### src/rtl/ep_status_pkg.sv
package ep_status_pkg;

  typedef enum logic [1:0] {
    PID_OUT   = 2'd0,
    PID_IN    = 2'd1,
    PID_SETUP = 2'd2
  } pidE;

  typedef enum logic [1:0] {
    CFG_OFF  = 2'd0,
    CFG_OUT  = 2'd1,
    CFG_IN   = 2'd2,
    CFG_CTRL = 2'd3
  } cfgE;

  // strobes from control to datapath
  typedef struct packed {
    logic setSetup;
    logic setIn;
    logic setOut;
    logic loadData;
    logic dataGood;
    logic loadAck;
  } epStrobeT;

endpackage

### src/rtl/ep_status_ctrl.sv
module ep_status_ctrl
  import ep_status_pkg::*;
#(
  parameter int EP_SIZE = 8,
  parameter int CNT_W   = 6
) (
  input  logic             clk,
  input  logic             rstN,
  input  logic [1:0]       cfgMode,
  input  logic             tokStb,
  input  logic [1:0]       tokPid,
  input  logic             tokAddrOk,
  input  logic             dataStart,
  input  logic             txnEnd,
  input  logic             crcOk,
  input  logic [CNT_W-1:0] dataCount,
  output epStrobeT         stb,
  output logic             irq
);

  localparam logic [CNT_W:0] LIMIT_V = (CNT_W+1)'(EP_SIZE + 2);

  logic       active;
  logic [1:0] curPid;
  logic       accept;
  logic       sizeOk;
  logic       isData;
  logic       endGood;
  logic       endCorrupt;

  always_comb begin
    unique case (cfgE'(cfgMode))
      CFG_OUT:  accept = (tokPid == PID_OUT);
      CFG_IN:   accept = (tokPid == PID_IN);
      CFG_CTRL: accept = (tokPid != 2'd3);
      default:  accept = 1'b0;
    endcase
  end

  always_ff @(posedge clk) begin
    if (!rstN) begin
      active <= 1'b0;
      curPid <= PID_OUT;
    end else if (tokStb) begin
      active <= tokAddrOk && accept;
      curPid <= tokPid;
    end else if (txnEnd) begin
      active <= 1'b0;
    end
  end

  always_comb begin
    sizeOk     = ({1'b0, dataCount} < LIMIT_V);
    isData     = (curPid != PID_IN);
    endGood    = active && txnEnd && (!isData || (crcOk && sizeOk));
    endCorrupt = active && txnEnd && isData && !crcOk;

    stb.setSetup = active && dataStart && (curPid == PID_SETUP);
    stb.setIn    = endGood && (curPid == PID_IN);
    stb.setOut   = endGood && (curPid == PID_OUT);
    stb.loadData = (endGood || endCorrupt) && isData;
    stb.dataGood = endGood;
    stb.loadAck  = endGood || endCorrupt;
  end

  always_ff @(posedge clk) begin
    if (!rstN) irq <= 1'b0;
    else       irq <= endGood || endCorrupt;
  end


  idle_no_irq_chk: assert property (@(posedge clk) disable iff (!rstN)
    !active |=> !irq);


  setup_reject_chk: assert property (@(posedge clk) disable iff (!rstN)
    (tokStb && cfgMode != CFG_CTRL && tokPid == PID_SETUP) |=> !active);

endmodule

### src/rtl/ep_status_dp.sv
module ep_status_dp
  import ep_status_pkg::*;
#(
  parameter int EP_SIZE = 8,
  parameter int CNT_W   = 6
) (
  input  logic             clk,
  input  logic             rstN,
  input  epStrobeT         stb,
  input  logic [CNT_W-1:0] dataCount,
  input  logic             dataTog,
  input  logic             ackSeen,
  output logic             setupFlag,
  output logic             inFlag,
  output logic             outFlag,
  output logic             dataValid,
  output logic             toggle,
  output logic [CNT_W-1:0] rxCount,
  output logic             ackFlag
);

  localparam logic [CNT_W:0] LIMIT_V = (CNT_W+1)'(EP_SIZE + 2);

  always_ff @(posedge clk) begin
    if (!rstN) begin
      setupFlag <= 1'b0;
      inFlag    <= 1'b0;
      outFlag   <= 1'b0;
    end else if (stb.setSetup || stb.setIn || stb.setOut) begin
      setupFlag <= stb.setSetup;
      inFlag    <= stb.setIn;
      outFlag   <= stb.setOut;
    end
  end

  always_ff @(posedge clk) begin
    if (!rstN) begin
      dataValid <= 1'b0;
      toggle    <= 1'b0;
      rxCount   <= '0;
    end else if (stb.loadData) begin
      dataValid <= stb.dataGood;
      rxCount   <= dataCount;
      if (stb.dataGood) toggle <= dataTog;
    end
  end

  always_ff @(posedge clk) begin
    if (!rstN)            ackFlag <= 1'b0;
    else if (stb.loadAck) ackFlag <= ackSeen;
  end


  pid_onehot_chk: assert property (@(posedge clk) disable iff (!rstN)
    $onehot0({setupFlag, inFlag, outFlag}));


  valid_size_chk: assert property (@(posedge clk) disable iff (!rstN)
    dataValid |-> ({1'b0, rxCount} < LIMIT_V));

endmodule

### src/rtl/ep_txn_status.sv
module ep_txn_status
  import ep_status_pkg::*;
#(
  parameter int EP_SIZE = 8,
  parameter int CNT_W   = 6
) (
  input  logic             clk,
  input  logic             rstN,
  input  logic [1:0]       cfgMode,
  input  logic             tokStb,
  input  logic [1:0]       tokPid,
  input  logic             tokAddrOk,
  input  logic             dataStart,
  input  logic             dataTog,
  input  logic [CNT_W-1:0] dataCount,
  input  logic             crcOk,
  input  logic             ackSeen,
  input  logic             txnEnd,
  output logic             setupFlag,
  output logic             inFlag,
  output logic             outFlag,
  output logic             dataValid,
  output logic             toggle,
  output logic [CNT_W-1:0] rxCount,
  output logic             ackFlag,
  output logic             irq
);

  epStrobeT stb;

  ep_status_ctrl #(.EP_SIZE(EP_SIZE), .CNT_W(CNT_W)) i_ctrl (
    .clk(clk), .rstN(rstN), .cfgMode(cfgMode), .tokStb(tokStb),
    .tokPid(tokPid), .tokAddrOk(tokAddrOk), .dataStart(dataStart),
    .txnEnd(txnEnd), .crcOk(crcOk), .dataCount(dataCount),
    .stb(stb), .irq(irq)
  );

  ep_status_dp #(.EP_SIZE(EP_SIZE), .CNT_W(CNT_W)) i_dp (
    .clk(clk), .rstN(rstN), .stb(stb), .dataCount(dataCount),
    .dataTog(dataTog), .ackSeen(ackSeen), .setupFlag(setupFlag),
    .inFlag(inFlag), .outFlag(outFlag), .dataValid(dataValid),
    .toggle(toggle), .rxCount(rxCount), .ackFlag(ackFlag)
  );


  setup_timing_chk: assert property (@(posedge clk) disable iff (!rstN)
    $rose(setupFlag) |-> $past(dataStart));


  in_timing_chk: assert property (@(posedge clk) disable iff (!rstN)
    $rose(inFlag) |-> $past(txnEnd));

endmodule

### config.mk
export PLATFORM = sky130hd
export DESIGN_NAME = ep_txn_status
export DESIGN_NICKNAME = d
export VERILOG_FILES = /design/src/rtl/ep_status_pkg.sv /design/src/rtl/ep_status_ctrl.sv /design/src/rtl/ep_status_dp.sv /design/src/rtl/ep_txn_status.sv
export SDC_FILE = /design/constraint.sdc
export NUM_CORES = 1
export LEC_CHECK = 0
export BUFFER_PORTS_ARGS = -buffer_cell sky130_fd_sc_hd__buf_2
export CORE_MARGIN = 3
export CORE_UTILIZATION = 49
export CTS_CLUSTER_SIZE = 25
export DETAILED_ROUTE_END_ITERATION = 10
export GPL_TIMING_DRIVEN = 1
export HOLD_SLACK_MARGIN = 0.05
export PLACE_DENSITY = 0.88
export SLEW_MARGIN = 20
export SYNTH_ARGS = -nofsm -noshare
export SYNTH_HDL_FRONTEND = slang
export SYNTH_SLANG_ARGS = --single-unit
### constraint.sdc
create_clock -name clk -period 1.65 [get_ports clk]
set_input_delay 0.2475 -clock clk [delete_from_list [all_inputs] [get_ports clk]]
set_output_delay 0.2475 -clock clk [all_outputs]
set_load 0.02 [all_outputs]
==> impl_summary.log <==
INFO  metric cp_data_arrival_time = 1.49 ns
INFO  metric grt_use_total = 17.8%
INFO  metric die_y = 45.3 um
INFO  metric routed-via-count = 679
INFO  metric cp-startpoint = i_ctrl.curPid[1]
INFO  metric synth_flop_cell = sky130_fd_sc_hd__dfxtp_1
INFO  metric start_to_end_type_of_the_worst_setup_path = flip-flop to flip-flop
INFO  metric grt_setup_unrepaired = no
INFO  metric cts.repair_timing.setup_buffer_count = 0
INFO  metric worst_slew_margin_rel = 73.0%
INFO  metric drt_iter0_drc = 8
INFO  metric final_area = 928 um2
INFO  metric final.period_utilization = 78.9%
INFO  metric pin_count_of_the_biggest_net_entering_global_routing = 27
INFO  metric hold_viol = 0
INFO  metric clock-skew-final = 0.00159 ns
INFO  metric hold_path.class = input port to flip-flop
INFO  metric detail-route-antenna-nets = 0
INFO  metric drc_errors = 0
INFO  metric detailroute.wirelength.met2 = 712 um
INFO  metric post_layout_net_count = 132
INFO  metric fp.dieArea = 2050 um2
INFO  metric fraction_of_layout_instances_using_a_drive_strength_above_1 = 37.8%
INFO  metric leakagePower = 0.438 nW
INFO  metric status = finished, final reports clean
INFO  metric cp-start-kind = flip-flop
INFO  metric finalWirelength = 1.51 mm
INFO  metric detail_route.wirelength.met1 = 651 um
INFO  metric routed_wire_length_on_met3 = 131 um
INFO  metric global_route.overflow_total = 0
INFO  metric std_cell_rows = 13
INFO  metric rr_startpoint = i_ctrl.curPid[1]
INFO  metric regToRegEndpoint = i_dp.dataValid
INFO  metric post-place-cells = 123
INFO  metric p_per_area = 730 nW/um2
INFO  metric hold-path-cell-count = 3
INFO  metric setup_viol = 0
INFO  metric layout.cells.non_filler = 126
INFO  metric critPathMaxFanout = 13
INFO  metric drt-vias-per-instance = 5.39
INFO  metric postSynthRegisterBits = 16
INFO  metric synth_area = 757 um2
INFO  metric peakVddDrop = 0.527 mV
INFO  metric syn-num-nets = 100
INFO  metric r2r_cells = 4
INFO  metric port_buffers = 31
INFO  metric timing.reg2reg.setup_slack = 0.35 ns
INFO  metric post_synth_inst_count = 81
INFO  metric placed_area = 906 um2
INFO  metric number_of_global_route_vias_before_repair = 623
INFO  metric timing.critical_path.to_type = flip-flop
INFO  metric final.min_clock_period = 1.30 ns
INFO  metric ys_async_sr_fraction = 0%
INFO  metric dpl.hpwl = 1.20 mm
INFO  metric routed_wire_length_per_instance = 12.0 um
INFO  metric post_cts.resized_instances = 0
INFO  metric netlist-cell-type-count = 31
INFO  metric cts_tree = done
INFO  metric ys.warnings.count = 0
INFO  metric synth-seq-area-share = 42.3%
INFO  metric antenna_cells = 0
INFO  metric final.setup.tns = 0 ns
INFO  metric number_of_antenna_violations_at_the_first_check_in_global_routing = 0
INFO  metric core_region_area = 1370 um2
INFO  metric cts_hold_buf = 0
INFO  metric worst-endpoint-required = 1.84 ns
INFO  metric worst_skew_pair.late_latency = 0.28 ns
INFO  metric cts.clk_slew.worst_paths = 0.09 ns
INFO  metric tritoncts_num_sinks = 16
INFO  metric syn_to_final_growth = 22.6%
INFO  metric ios = 32
INFO  metric post_synth_edffs = 0
INFO  metric global_route_wire_length_before_repair = 2.68 mm
INFO  metric fmaxAchievable = 0.768 GHz
INFO  metric clock-root-buffer = sky130_fd_sc_hd__clkbuf_4
INFO  metric gp_congestion = 0.818
INFO  metric max-clock-path-buffers = 2
INFO  metric max_cap_violations = 0
INFO  metric detailedRoute.firstPassIterationCount = 4
INFO  metric numCtsBuffers = 3
INFO  metric floorplan.initialDensity = 55.4%
INFO  metric final_max_slew_viol_count = 0
INFO  metric top_layer_in_use = met4
INFO  metric die_w = 45.3 um
INFO  metric ctsHtreeMaxLevel = 1
INFO  metric tightestPinTransition = 0.404 ns
INFO  metric crit_end = i_dp.dataValid
INFO  metric avgSynthCellArea = 9.35 um2
-- worst min-delay path by stage --
stage | startpoint | end | slack, ns
after floorplan | dataCount[0] | i_dp.rxCount[0] | 0.38
after global placement | i_dp.ackFlag | i_dp.ackFlag | 0.44
after detailed placement | i_dp.rxCount[4] | i_dp.rxCount[4] | 0.45
after CTS | ackSeen | i_dp.ackFlag | 0.20
after global routing | dataCount[0] | i_dp.rxCount[0] | 0.20
final | dataCount[0] | i_dp.rxCount[0] | 0.20
-- cell type report --
| class | instances | area, um2 |
|---|---|---|
| fill | 132 | 438 |
| multi-input combinational | 60 | 408 |
| sequential | 16 | 320 |
| timing repair buffer | 31 | 155 |
| clock buffer | 3 | 22.5 |
| tap | 15 | 18.8 |
| inverter | 1 | 3.75 |
-- state kept, by name, summed over array words and instances, names as in the netlist --
name            count
i_dp.rxCount        6
i_ctrl.curPid       2
i_ctrl.active       1
i_ctrl.irq          1
i_dp.ackFlag        1
i_dp.dataValid      1
i_dp.inFlag         1
i_dp.outFlag        1
i_dp.setupFlag      1
i_dp.toggle         1
-- worst max-delay path, cell delays in order, from the launching register on --
cell and delay [ns]:
sky130_fd_sc_hd__dfxtp_1 0.45, sky130_fd_sc_hd__nand2b_4 0.19, sky130_fd_sc_hd__nand4b_4 0.19, sky130_fd_sc_hd__and3_4 0.24, sky130_fd_sc_hd__a21o_1 0.14
-- layer usage --
metal	global-route usage (%)	vias up
met3	3.98	2
met2	27.1	31
met1	24.1	296
met5	0	-
li1	-	350
met4	7.02	0
-- where the power goes --
group          internal (W)   total, W  switching, W  leakage [nW]
Clock             0.0000847   0.000199      0.000114        0.0138
Combinational     0.0000360  0.0000818     0.0000458         0.295
Sequential         0.000391   0.000398    0.00000636         0.129
-- through the flow --
stage,setup slack (ns),total power [W],hold WS [ns],util (%)
6_report,0.349,0.000678,0.200,67.9
4_1_cts,0.332,0.000684,0.200,67.9
3_5_place_dp,0.340,0.000489,0.450,66.3
2_1_floorplan,0.565,0.000450,0.380,-
3_3_place_gp,0.387,0.000485,0.441,66.3
5_1_grt,0.208,0.000718,0.202,67.9
-- placed cells by master (no fill, tap or decap), types with 2 or more instances in the layout --
cell,n
sky130_fd_sc_hd__buf_2,31
sky130_fd_sc_hd__dfxtp_1,16
sky130_fd_sc_hd__nand2_1,14
sky130_fd_sc_hd__o21ai_1,7
sky130_fd_sc_hd__nand3_1,6
sky130_fd_sc_hd__mux2i_1,5
sky130_fd_sc_hd__clkbuf_4,3
sky130_fd_sc_hd__nor2b_1,2
sky130_fd_sc_hd__nor2_1,2
sky130_fd_sc_hd__and3_1,2
sky130_fd_sc_hd__a21oi_1,2
sky130_fd_sc_hd__a31oi_1,2
sky130_fd_sc_hd__o31ai_1,2
-- synthesized netlist by cell type (2+ instances only) --
master / instances / area share (%)
sky130_fd_sc_hd__o31ai_1: 2 / 2.0
sky130_fd_sc_hd__nor2_1: 2 / 0.99
sky130_fd_sc_hd__buf_2: 2 / 1.3
sky130_fd_sc_hd__dfxtp_1: 16 / 42
sky130_fd_sc_hd__nand2_1: 14 / 6.9
sky130_fd_sc_hd__a21oi_1: 2 / 1.3
sky130_fd_sc_hd__a31oi_1: 2 / 1.7
sky130_fd_sc_hd__o21ai_1: 7 / 4.6
sky130_fd_sc_hd__nand3_1: 6 / 4.0
sky130_fd_sc_hd__and3_1: 2 / 1.7
sky130_fd_sc_hd__mux2i_1: 5 / 6.6
sky130_fd_sc_hd__nor2b_1: 2 / 1.7
-- cells by family after synthesis --
| kind of cell | synth area share [%] |
|---|---|
| AO/OA/AOI/OAI | 17.7 |
| buffers and inverters | 3.80 |
| flip-flops | 42.3 |
| multiplexers | 6.61 |
| AND/OR/NAND/NOR | 29.6 |
Power figures use the tool's default switching activity.
